$ cat src/rtl/frm_pkg.sv
package frm_pkg;
   typedef enum logic [1:0] {
      MODE_PLAIN = 2'd0,
      MODE_ENC   = 2'd1,
      MODE_AUTH  = 2'd2,
      MODE_BAD   = 2'd3
   } prot_mode_e;
endpackage

$ cat src/rtl/frm_region_table.sv
module frm_region_table
   import frm_pkg::*;
#(
   parameter int NUM_REGIONS = 4,
   parameter int UNITS_W     = 8,
   localparam int IDX_W      = $clog2(NUM_REGIONS)
) (
   input  logic                              clk,
   input  logic                              rst_n,
   input  logic                              cfg_we,
   input  logic [IDX_W-1:0]                  cfg_idx,
   input  logic [1:0]                        cfg_mode,
   input  logic [UNITS_W-1:0]                cfg_units,
   input  logic                              cfg_lock,
   output logic [NUM_REGIONS-1:0][1:0]       tbl_mode,
   output logic [NUM_REGIONS-1:0][UNITS_W-1:0] tbl_units
);
   logic lock_q;
   logic wr_ok;

   assign wr_ok = cfg_we && !lock_q && (cfg_mode != MODE_BAD) &&
                  ({1'b0, cfg_idx} < (IDX_W+1)'(NUM_REGIONS));

   always_ff @(posedge clk) begin
      if (!rst_n) lock_q <= 1'b0;
      else if (cfg_lock) lock_q <= 1'b1;
   end

   for (genvar g = 0; g < NUM_REGIONS; g++) begin : g_entry
      always_ff @(posedge clk) begin
         if (!rst_n) tbl_mode[g] <= MODE_PLAIN;
         else if (wr_ok && cfg_idx == IDX_W'(g)) tbl_mode[g] <= cfg_mode;
      end
      if (g == 0) begin : g_fixed
         assign tbl_units[g] = UNITS_W'(1);
      end else begin : g_sized
         always_ff @(posedge clk) begin
            if (!rst_n) tbl_units[g] <= '0;
            else if (wr_ok && cfg_idx == IDX_W'(g)) tbl_units[g] <= cfg_units;
         end
      end
   end

   // lock is sticky and freezes the table
   assert_lock_sticky_R9: assert property (@(posedge clk) disable iff (!rst_n)
      lock_q |=> lock_q);
   assert_lock_freeze_R9: assert property (@(posedge clk) disable iff (!rst_n)
      lock_q |=> ($stable(tbl_mode) && $stable(tbl_units)));
   // a bad mode never lands in the table
   assert_no_bad_mode_R7: assert property (@(posedge clk) disable iff (!rst_n)
      cfg_we && cfg_mode == MODE_BAD |=> $stable(tbl_mode));
endmodule

$ cat src/rtl/frm_layout.sv
module frm_layout
   import frm_pkg::*;
#(
   parameter int NUM_REGIONS = 4,
   parameter int UNITS_W     = 8,
   parameter int PW          = 34,
   parameter longint UNIT_BYTES  = 32768,
   parameter longint CHUNK_BYTES = 32,
   parameter longint TAG_BYTES   = 4,
   parameter longint RSVD_BYTES  = 196608
) (
   input  logic [NUM_REGIONS-1:0][1:0]         tbl_mode,
   input  logic [NUM_REGIONS-1:0][UNITS_W-1:0] tbl_units,
   output logic [NUM_REGIONS-1:0][PW-1:0]      lbase,
   output logic [NUM_REGIONS-1:0][PW-1:0]      lsize,
   output logic [NUM_REGIONS-1:0][PW-1:0]      pbase,
   output logic [PW-1:0]                       data_lbase,
   output logic [PW-1:0]                       data_pbase
);
   localparam logic [PW-1:0] UNIT_L = PW'(UNIT_BYTES);
   localparam logic [PW-1:0] UNIT_P = PW'(UNIT_BYTES * (CHUNK_BYTES + TAG_BYTES) / CHUNK_BYTES);
   localparam logic [PW-1:0] RSVD_L = PW'(RSVD_BYTES);

   logic [PW-1:0] lacc [NUM_REGIONS+1];
   logic [PW-1:0] pacc [NUM_REGIONS+1];
   logic [NUM_REGIONS-1:0][PW-1:0] psize;

   assign lacc[0] = RSVD_L;
   assign pacc[0] = RSVD_L;

   for (genvar g = 0; g < NUM_REGIONS; g++) begin : g_sum
      assign lsize[g] = PW'(tbl_units[g]) * UNIT_L;
      assign psize[g] = (tbl_mode[g] == MODE_AUTH) ? PW'(tbl_units[g]) * UNIT_P : lsize[g];
      assign lbase[g] = lacc[g];
      assign pbase[g] = pacc[g];
      assign lacc[g+1] = lacc[g] + lsize[g];
      assign pacc[g+1] = pacc[g] + psize[g];
   end

   assign data_lbase = lacc[NUM_REGIONS];
   assign data_pbase = pacc[NUM_REGIONS];
endmodule

$ cat src/rtl/frm_xlate.sv
module frm_xlate
   import frm_pkg::*;
#(
   parameter int NUM_REGIONS = 4,
   parameter int UNITS_W     = 8,
   parameter int ADDR_W      = 32,
   parameter int PW          = 34,
   parameter longint CHUNK_BYTES = 32,
   parameter longint TAG_BYTES   = 4,
   parameter longint RSVD_BYTES  = 196608,
   parameter longint FLASH_BYTES = 2097152,
   localparam int RID_W = $clog2(NUM_REGIONS+1)
) (
   input  logic                                clk,
   input  logic                                rst_n,
   input  logic [ADDR_W-1:0]                   addr,
   input  logic [NUM_REGIONS-1:0][1:0]         tbl_mode,
   input  logic [NUM_REGIONS-1:0][UNITS_W-1:0] tbl_units,
   input  logic [NUM_REGIONS-1:0][PW-1:0]      lbase,
   input  logic [NUM_REGIONS-1:0][PW-1:0]      lsize,
   input  logic [NUM_REGIONS-1:0][PW-1:0]      pbase,
   input  logic [PW-1:0]                       data_lbase,
   input  logic [PW-1:0]                       data_pbase,
   output logic                                x_err,
   output logic [RID_W-1:0]                    x_region,
   output logic [1:0]                          x_mode,
   output logic [ADDR_W-1:0]                   x_chunk,
   output logic [ADDR_W-1:0]                   x_tag
);
   localparam int CH_LG = $clog2(CHUNK_BYTES);
   localparam logic [PW-1:0] STRIDE = PW'(CHUNK_BYTES + TAG_BYTES);
   localparam logic [PW-1:0] CHUNK_L = PW'(CHUNK_BYTES);
   localparam logic [PW-1:0] RSVD_L = PW'(RSVD_BYTES);
   localparam logic [PW-1:0] FLASH_L = PW'(FLASH_BYTES);

   logic [PW-1:0] addr_x;
   logic [NUM_REGIONS-1:0] hit;
   logic [PW-1:0] sel_lbase, sel_pbase, off, cidx, phys;
   logic [1:0] sel_mode;
   logic [RID_W-1:0] sel_idx;
   logic below, over;

   assign addr_x = PW'(addr);

   for (genvar g = 0; g < NUM_REGIONS; g++) begin : g_hit
      assign hit[g] = (tbl_units[g] != '0) && (addr_x >= lbase[g]) &&
                      (addr_x < lbase[g] + lsize[g]);
   end

   always_comb begin
      sel_lbase = data_lbase;
      sel_pbase = data_pbase;
      sel_mode  = MODE_PLAIN;
      sel_idx   = RID_W'(NUM_REGIONS);
      for (int i = NUM_REGIONS-1; i >= 0; i--) begin
         if (hit[i]) begin
            sel_lbase = lbase[i];
            sel_pbase = pbase[i];
            sel_mode  = tbl_mode[i];
            sel_idx   = RID_W'(i);
         end
      end
      off  = addr_x - sel_lbase;
      cidx = off >> CH_LG;
      if (sel_mode == MODE_AUTH) phys = sel_pbase + cidx * STRIDE;
      else                       phys = sel_pbase + (cidx << CH_LG);
      below = addr_x < RSVD_L;
      over  = phys >= FLASH_L;
      x_err = below || over;
      if (x_err) begin
         x_region = '0;
         x_mode   = MODE_PLAIN;
         x_chunk  = '0;
         x_tag    = '0;
      end else begin
         x_region = sel_idx;
         x_mode   = sel_mode;
         x_chunk  = ADDR_W'(phys);
         x_tag    = (sel_mode == MODE_AUTH) ? ADDR_W'(phys + CHUNK_L) : '0;
      end
   end

   // code regions never overlap
   assert_single_hit_R2: assert property (@(posedge clk) disable iff (!rst_n)
      $onehot0(hit));
   // authenticated chunks sit on the 36-byte physical grid of their region
   assert_auth_grid_R3: assert property (@(posedge clk) disable iff (!rst_n)
      (!x_err && sel_mode == MODE_AUTH) |-> (((phys - sel_pbase) % STRIDE) == '0));
   // no accepted chunk starts past the flash end
   assert_in_flash_R6: assert property (@(posedge clk) disable iff (!rst_n)
      !x_err |-> (PW'(x_chunk) < FLASH_L));
endmodule

$ cat src/rtl/flash_region_mapper.sv
module flash_region_mapper
   import frm_pkg::*;
#(
   parameter int ADDR_W      = 32,
   parameter int NUM_REGIONS = 4,
   parameter int UNITS_W     = 8,
   parameter longint CHUNK_BYTES = 32,
   parameter longint TAG_BYTES   = 4,
   parameter longint UNIT_BYTES  = 32768,
   parameter longint RSVD_BYTES  = 196608,
   parameter longint FLASH_BYTES = 2097152,
   localparam int IDX_W = $clog2(NUM_REGIONS),
   localparam int RID_W = $clog2(NUM_REGIONS+1)
) (
   input  logic               clk,
   input  logic               rst_n,
   input  logic               cfg_we,
   input  logic [IDX_W-1:0]   cfg_idx,
   input  logic [1:0]         cfg_mode,
   input  logic [UNITS_W-1:0] cfg_units,
   input  logic               cfg_lock,
   input  logic               in_valid,
   output logic               in_ready,
   input  logic [ADDR_W-1:0]  in_addr,
   output logic               out_valid,
   input  logic               out_ready,
   output logic               out_err,
   output logic [RID_W-1:0]   out_region,
   output logic [1:0]         out_mode,
   output logic [ADDR_W-1:0]  out_chunk_addr,
   output logic [ADDR_W-1:0]  out_tag_addr
);
   localparam int PW = ADDR_W + 2;

   if (NUM_REGIONS < 2) begin : g_bad_nreg
      $error("NUM_REGIONS must be at least 2");
   end
   if ((CHUNK_BYTES & (CHUNK_BYTES - 1)) != 0) begin : g_bad_chunk
      $error("CHUNK_BYTES must be a power of two");
   end
   if ((UNIT_BYTES % CHUNK_BYTES) != 0) begin : g_bad_unit
      $error("UNIT_BYTES must be a multiple of CHUNK_BYTES");
   end
   if (RSVD_BYTES >= FLASH_BYTES || FLASH_BYTES > (64'd1 << ADDR_W)) begin : g_bad_flash
      $error("reserved area and flash size do not fit the address width");
   end
   if (RSVD_BYTES + NUM_REGIONS * ((64'd1 << UNITS_W) - 1) * UNIT_BYTES *
       (CHUNK_BYTES + TAG_BYTES) / CHUNK_BYTES >= (64'd1 << PW)) begin : g_bad_span
      $error("largest region layout overflows the internal width");
   end

   logic [NUM_REGIONS-1:0][1:0]         tbl_mode;
   logic [NUM_REGIONS-1:0][UNITS_W-1:0] tbl_units;
   logic [NUM_REGIONS-1:0][PW-1:0]      lbase, lsize, pbase;
   logic [PW-1:0] data_lbase, data_pbase;
   logic x_err;
   logic [RID_W-1:0] x_region;
   logic [1:0] x_mode;
   logic [ADDR_W-1:0] x_chunk, x_tag;

   frm_region_table #(.NUM_REGIONS(NUM_REGIONS), .UNITS_W(UNITS_W)) table_i (
      .clk(clk), .rst_n(rst_n), .cfg_we(cfg_we), .cfg_idx(cfg_idx),
      .cfg_mode(cfg_mode), .cfg_units(cfg_units), .cfg_lock(cfg_lock),
      .tbl_mode(tbl_mode), .tbl_units(tbl_units));

   frm_layout #(.NUM_REGIONS(NUM_REGIONS), .UNITS_W(UNITS_W), .PW(PW),
      .UNIT_BYTES(UNIT_BYTES), .CHUNK_BYTES(CHUNK_BYTES), .TAG_BYTES(TAG_BYTES),
      .RSVD_BYTES(RSVD_BYTES)) layout_i (
      .tbl_mode(tbl_mode), .tbl_units(tbl_units), .lbase(lbase), .lsize(lsize),
      .pbase(pbase), .data_lbase(data_lbase), .data_pbase(data_pbase));

   frm_xlate #(.NUM_REGIONS(NUM_REGIONS), .UNITS_W(UNITS_W), .ADDR_W(ADDR_W),
      .PW(PW), .CHUNK_BYTES(CHUNK_BYTES), .TAG_BYTES(TAG_BYTES),
      .RSVD_BYTES(RSVD_BYTES), .FLASH_BYTES(FLASH_BYTES)) xlate_i (
      .clk(clk), .rst_n(rst_n), .addr(in_addr), .tbl_mode(tbl_mode),
      .tbl_units(tbl_units), .lbase(lbase), .lsize(lsize), .pbase(pbase),
      .data_lbase(data_lbase), .data_pbase(data_pbase), .x_err(x_err),
      .x_region(x_region), .x_mode(x_mode), .x_chunk(x_chunk), .x_tag(x_tag));

   assign in_ready = !out_valid || out_ready;

   always_ff @(posedge clk) begin
      if (!rst_n) begin
         out_valid      <= 1'b0;
         out_err        <= 1'b0;
         out_region     <= '0;
         out_mode       <= MODE_PLAIN;
         out_chunk_addr <= '0;
         out_tag_addr   <= '0;
      end else if (in_valid && in_ready) begin
         out_valid      <= 1'b1;
         out_err        <= x_err;
         out_region     <= x_region;
         out_mode       <= x_mode;
         out_chunk_addr <= x_chunk;
         out_tag_addr   <= x_tag;
      end else if (out_ready) begin
         out_valid <= 1'b0;
      end
   end

   // a stalled result holds
   assert_stall_hold_R10: assert property (@(posedge clk) disable iff (!rst_n)
      (out_valid && !out_ready) |=> (out_valid && $stable(out_chunk_addr) &&
      $stable(out_tag_addr) && $stable(out_region) && $stable(out_err)));
   // reserved addresses come back rejected
   assert_reserved_reject_R1: assert property (@(posedge clk) disable iff (!rst_n)
      (in_valid && in_ready && (PW'(in_addr) < PW'(RSVD_BYTES))) |=> (out_valid && out_err));
   // the tag slot follows its chunk
   assert_tag_follows_R3: assert property (@(posedge clk) disable iff (!rst_n)
      (out_valid && !out_err && out_mode == MODE_AUTH) |->
      (out_tag_addr == out_chunk_addr + ADDR_W'(CHUNK_BYTES)));
endmodule

$ cat config.mk
export PLATFORM = sky130hd
export DESIGN_NAME = flash_region_mapper
export DESIGN_NICKNAME = d
export VERILOG_FILES = /design/src/rtl/frm_pkg.sv /design/src/rtl/frm_region_table.sv /design/src/rtl/frm_layout.sv /design/src/rtl/frm_xlate.sv /design/src/rtl/flash_region_mapper.sv
export SDC_FILE = /design/constraint.sdc
export NUM_CORES = 1
export LEC_CHECK = 0
export BUFFER_PORTS_ARGS = -buffer_cell sky130_fd_sc_hd__buf_2
export CORE_MARGIN = 1.5
export CORE_UTILIZATION = 67
export CTS_BUF_LIST = sky130_fd_sc_hd__clkbuf_4 sky130_fd_sc_hd__clkbuf_8
export CTS_CLUSTER_DIAMETER = 200
export CTS_CLUSTER_SIZE = 24
export DETAILED_ROUTE_END_ITERATION = 16
export GPL_TIMING_DRIVEN = 0
export MAX_ROUTING_LAYER = met4
export PLACE_DENSITY = 0.95
export SLEW_MARGIN = 20
export SYNTH_ARGS = -nofsm -noshare
export SYNTH_HDL_FRONTEND = slang
export SYNTH_SLANG_ARGS = --single-unit
$ cat constraint.sdc
create_clock -name clk -period 16.2 [get_ports clk]
set_input_delay 0 -clock clk [delete_from_list [all_inputs] [get_ports clk]]
set_output_delay 0 -clock clk [all_outputs]
set_load 0.1 [all_outputs]
# After elaboration in Yosys (flattened, before gate mapping)
# Cells that the tools add are included.
# op_classes
n_addsub,11
multipliers,4
n_lt_le_gt_ge,10
n_eq_ne,9
n_mux,28
reduce_logical,23
# op_table
operator,count
two-way mux 34 bit,9
adder 34 bit,5
less-than comparator 32 x 34 -> 1 bit,3
two-way mux 32 bit,3
two-way mux 24 bit,3
adder 34 x 23 -> 34 bit,2
>= comparator 32 x 34 -> 1 bit,2
>= comparator 32 x 18 -> 1 bit (second input constant),2
less-than comparator 32 x 18 -> 1 bit (second input constant),2
multiplier 8 x 4 -> 12 bit (second input constant),3
adder 18 x 34 -> 34 bit (first input constant),1
>= comparator 34 x 22 -> 1 bit (second input constant),1
subtractor 32 x 34 -> 34 bit,1
adder 32 x 6 -> 32 bit (second input constant),1
multiplier 29 x 4 -> 32 bit (second input constant),1
adder 18 x 23 -> 24 bit (first input constant),1
nonzero test 8 bit,3
two-way mux 3 bit,5
equality test 2 bit (second input constant),7
logical AND 1 bit,14
two-way mux 13 bit,1
two-way mux 2 bit,5
equality test 2 x 1 -> 1 bit (second input constant),1
zero test 1 bit,2
other kinds (5),7
# totals
register_bits,104
output_inout_bits,72
word_cells,99

# Depth between registers and ports, before layout
# depth
word_depth,16
depth_mapped,58

# Cells and area by module
# From an unflattened synthesis, not the netlist that was laid out.
# hier_totals
cells_unflattened,4500
hier_area_um2,33354.5
# by_module_without_submodules
module,n_inst,cells_each,area_per_inst_um2,seq_area_each_um2
frm_xlate,1,3100,21908.5,0.0
frm_layout,1,958,7210.7,0.0
flash_region_mapper,1,309,2912.8,1421.4
frm_region_table,1,133,1322.5,660.6

# Worst setup path before layout
# Ideal clock, no wire load.
# synth_path
kind,register -> register
start,reg table_i.tbl_units[8] in the netlist's numbering
end,reg out_chunk_addr[14]
setup_time_ns,0.084
arrival_time_ns,11.022
required_time_ns,16.116
slack_ns,5.094
path_stages_with_launch,53
path_buffers,4
synth_period_minus_slack_ns,11.106
cell_sequence,dfxtp_1 -> inv_1 -> ha_1 -> inv_1 -> ha_1 -> a21o_1 -> a21oi_1 -> o21bai_1 -> a21oi_1 -> o21bai_1 -> a21oi_1 -> xnor2_1 -> ha_1 -> a21o_1 -> a31oi_1 -> xnor2_1 -> ha_1 -> a21o_1 -> [17 not listed] -> nand2_1 -> and2_1 -> a41oi_1 -> xnor2_1 -> o21ai_0 -> ha_1 -> nand2_1 -> or3_1 -> or2_2 -> a21oi_1 -> a21o_1 -> nand2_1 -> a2111o_1 -> a21oi_1 -> or4b_1 -> buf_2 -> buf_6 -> o31ai_2
# synth_via
elab_chain_cells,16
elab_cells_between_ends,41
# synth_lines
element,line_no,rtl
start: declaration,frm_region_table.sv:16,output logic [NUM_REGIONS-1:0][UNITS_W-1:0] tbl_units
start signal: indexed assignment,frm_region_table.sv:39,else if (wr_ok && cfg_idx == IDX_W'(g)) tbl_units[g] <= cfg_units;
adder 18 x 23 -> 24 bit,"frm_layout.sv:36, frm_xlate.sv:47",
adder 34 x 23 -> 34 bit,frm_xlate.sv:47,(addr_x < lbase[g] + lsize[g]);
adder 34 x 23 -> 34 bit / >= comparator 32 x 34 -> 1 bit (equally long branches),"frm_layout.sv:36, frm_xlate.sv:47, frm_xlate.sv:46",
less-than comparator 32 x 34 -> 1 bit / logical AND 1 bit (equally long branches),"frm_xlate.sv:47, frm_xlate.sv:46",
logical AND 1 bit,frm_xlate.sv:46,assign hit[g] = (tbl_units[g] != '0) && (addr_x >= lbase[g]) &&
two-way mux 34 bit (4 in a row),frm_xlate.sv:56,if (hit[i]) begin
subtractor 32 x 34 -> 34 bit,frm_xlate.sv:63,off = addr_x - sel_lbase;
multiplier 29 x 4 -> 32 bit,frm_xlate.sv:65,if (sel_mode == MODE_AUTH) phys = sel_pbase + cidx * STRIDE;
adder 34 bit,frm_xlate.sv:65,
two-way mux 34 bit (*),frm_xlate.sv:65,
>= comparator 34 x 22 -> 1 bit,frm_xlate.sv:68,over = phys >= FLASH_L;
logical OR 1 bit,frm_xlate.sv:69,x_err = below || over;
two-way mux 32 bit (*),frm_xlate.sv:70,if (x_err) begin
end signal: assignment,flash_region_mapper.sv:95,out_chunk_addr <= x_chunk;
end: declaration,flash_region_mapper.sv:30,"output logic [ADDR_W-1:0] out_chunk_addr,"
# Every way passes the cells marked *; elsewhere a longest branch is shown, timed or not.
# A chain may end at the register's enable or synchronous reset.

# Final worst setup path
# layout_path
start,reg table_i.tbl_units[8] in the netlist's numbering
end,reg out_chunk_addr[19]
# Same word-level chain as after synthesis.

==> results.toml <==
[status]
status = "complete, but fails checks"
violations = "hold timing"

[finish]
layout.cells.non_filler = 1903
seq_area_um2 = 2000
nNetsFinal = 1916
final_common_cell = "ha_1"
nFillCells = 1215
multi_input_area_um2 = 9390
layout-drive-gt1-share = 0.119
antenna_cells = 0
final_cell_mix = "ha_1, nand2_1, buf_2, a21oi_1, dfxtp_1"
area_growth_pct = 10.5

[clocking]
clk_pin_slew_ns = 0.12
clockBufferDepth = 2
cts.sinks = 100
root_buffer = "clkbuf_8"
cts-resized-gates = 0
clk_latency_ns = 0.39
cts_tree = "done"
htree_levels = 3
cts_buffers = 9

[drt]
route.antenna.remaining_nets = 0
finalWirelength_um = 36100
vias_per_cell = 6.50
wire_per_inst_um = 19.0
drc_errors = 0
drt_iter0_drc = 998
dr_total_vias = 12400
drt_pre_antenna_iters = 7

[placement]
place.port_buffers = 117
gp_congestion = 1.00
dp_cells = 1869
hpwl_um = 28300

[worst_setup_path]
cp.arrival_ns = 14.45
end_kind = "register"
cp-start-kind = "register"
path_class = "reg2reg"
rr_worst_depth = 52
max_stage_delay_ns = 0.86
cpMaxStageDelayCell = "o31ai_1"
crit_fanout = 10
required_ns = 16.46

[global_routing]
grt_pass1_vias = 12100
grt_usage = 0.394
met2_usage = 0.663
grt_busiest_layer = "met2"
met1_usage = 0.441
antenna_found_initial = 0
grt_max_degree = 19
grtUsageMet3 = 0.0552
grt_overflow = 0
grt_pass1_wl_um = 57100

[worst_hold_path]
min_path_type = "in2reg"
whs_path_depth = 3

[yosys]
yosys.area.top_type = "ha_1"
avgSynthCellArea_um2 = 7.87
syn_inst = 1523
ys_types = 76
synth_seq_area_share = 0.167
synthArstFlopShare = 0
synth.area.top_cells = "ha_1, dfxtp_1, xnor2_1"
synth_top_area_share = 0.191
synth_edf_count = 0
synth_area_um2 = 12000
synth-seq-cells = 100
yosys_warnings = 0
synth_flop_cell = "dfxtp_1"

[sta]
holdWs_ns = -0.00837
slew_headroom = 0.290
drv_slew = 0
finalCritPeriodShare = 0.876
fmax_mhz = 70.5
layout_min_cycle_time_ns = 14.19
fin_worst_skew_ns = 0.0204
setup_viol = 0
hold_viol = 1
setup_tns_ns = 0
rsz0062_at_grt = "false"
worst_pin_slew_ns = 1.06

[die]
num_rows = 48
die_h_um = 137
die_w_um = 137
initial_core_util = 0.690
num_io_pins = 122
die_area_um2 = 18700
core_area_um2 = 17400

[pwr]
power_mw = 0.953
power.leakage_nw = 6.25
power_density_nw_per_um2 = 72.0
max-vdd-ir-drop_uv = 57.1

[job]
maxCapViolations = 0
[cells by family after synthesis]
| group | after synthesis | synth area share |
|---|---|---|
| other | 1 | 0.000313 |
| AND/OR/NAND/NOR | 506 | 0.208 |
| multiplexers | 45 | 0.0378 |
| buffers and inverters | 147 | 0.0507 |
| flip-flops | 100 | 0.167 |
| XOR/XNOR | 118 | 0.0863 |
| adder cells (fa/ha/maj) | 193 | 0.208 |
| AO/OA/AOI/OAI | 413 | 0.242 |
[report_power, final]
group / switching, mW / internal, mW / leakage, nW
clock: 0.0959 / 0.0628 / 0.0954
combinational: 0.332 / 0.210 / 5.35
sequential: 0.00479 / 0.248 / 0.807
[per-stage QoR]
step                setup WS (ns)   util  hold slack, ns  cell area, µm²
floorplan                    5.09      -           0.110           12000
global placement             2.37  0.741           0.197           12900
detailed placement           2.45  0.741           0.218           12900
CTS                          2.36  0.763         0.00311           13200
global route                 1.19  0.763         0.00620           13200
finish                       2.01  0.763        -0.00837           13200
[per-layer routing]
metal | wire (µm) | vias to the layer above | share of wire
li1 | - | 5775 | -
met1 | 14000 | 5702 | 0.39
met2 | 17000 | 664 | 0.47
met3 | 2660 | 229 | 0.074
met4 | 2480 | 0 | 0.069
met5 | 0 | - | 0
[sequential cells by signal (all words and copies together), names as in the netlist]
signal             flops
out_chunk_addr        30
out_tag_addr          30
table_i.tbl_units     24
table_i.tbl_mode       8
out_region             3
out_mode               2
out_err                1
out_valid              1
table_i.lock_q         1
[final timing paths]
check / startpoint / end / slack, ns
worst max-delay path: table_i.tbl_units[8]$_SDFFE_PN0P_ / out_chunk_addr[19]$_SDFFE_PN0P_ / 2.01
worst min-delay path: in_addr[9] / out_chunk_addr[9]$_SDFFE_PN0P_ / -0.008
worst max register to register: table_i.tbl_units[8]$_SDFFE_PN0P_ / out_chunk_addr[19]$_SDFFE_PN0P_ / 2.01
worst min register to register: out_tag_addr[10]$_SDFFE_PN0P_ / out_tag_addr[10]$_SDFFE_PN0P_ / 0.46
[Yosys cell counts (3+ instances only)]
cell type,n
a211o_1,6
a211oi_1,21
a21boi_0,13
a21o_1,37
a21oi_1,102
a31oi_1,6
and2_1,14
and3_1,29
and4_1,5
buf_2,8
buf_4,4
buf_6,4
clkbuf_1,39
dfxtp_1,100
fa_1,10
ha_1,183
inv_1,91
mux2i_1,43
nand2_1,171
nand2b_1,19
nand3_1,29
nand3b_1,8
nand4_1,9
nor2_1,99
nor2b_1,53
nor3_1,23
nor3b_1,8
nor4_1,13
nor4b_1,3
o2111ai_1,6
o211a_1,4
o211ai_1,14
o21a_1,17
o21ai_0,85
o21ai_1,3
o21bai_1,14
o22ai_1,3
o31ai_1,15
o31ai_2,37
o41ai_1,3
or2_2,3
or3_1,8
or4_1,4
xnor2_1,77
xor2_1,41
[critical path: cells and delay by family, from the launching register on]
family | cells | cell delay [ns]
buffers and inverters | 5 | 1.36
adder cells (fa/ha/maj) | 9 | 2.82
XOR/XNOR | 5 | 1.16
AO/OA/AOI/OAI | 24 | 6.03
AND/OR/NAND/NOR | 9 | 2.19
flip-flops | 1 | 0.53
[repair_timing]
item	in CTS	in global routing
hold buffers	18	0
buffers inserted	0	0
hold endpoints to repair	40	0
[final cells by class]
cell class	count	area share
Tap cell	225	0.0213
Clock inverter	6	0.00406
Buffer	55	0.0198
Sequential cell	100	0.151
Timing Repair Buffer	135	0.0578
Inverter	92	0.0261
Clock buffer	10	0.0104
Multi-Input combinational cell	1280	0.709
Note: power is estimated with default switching activity, not from simulation.
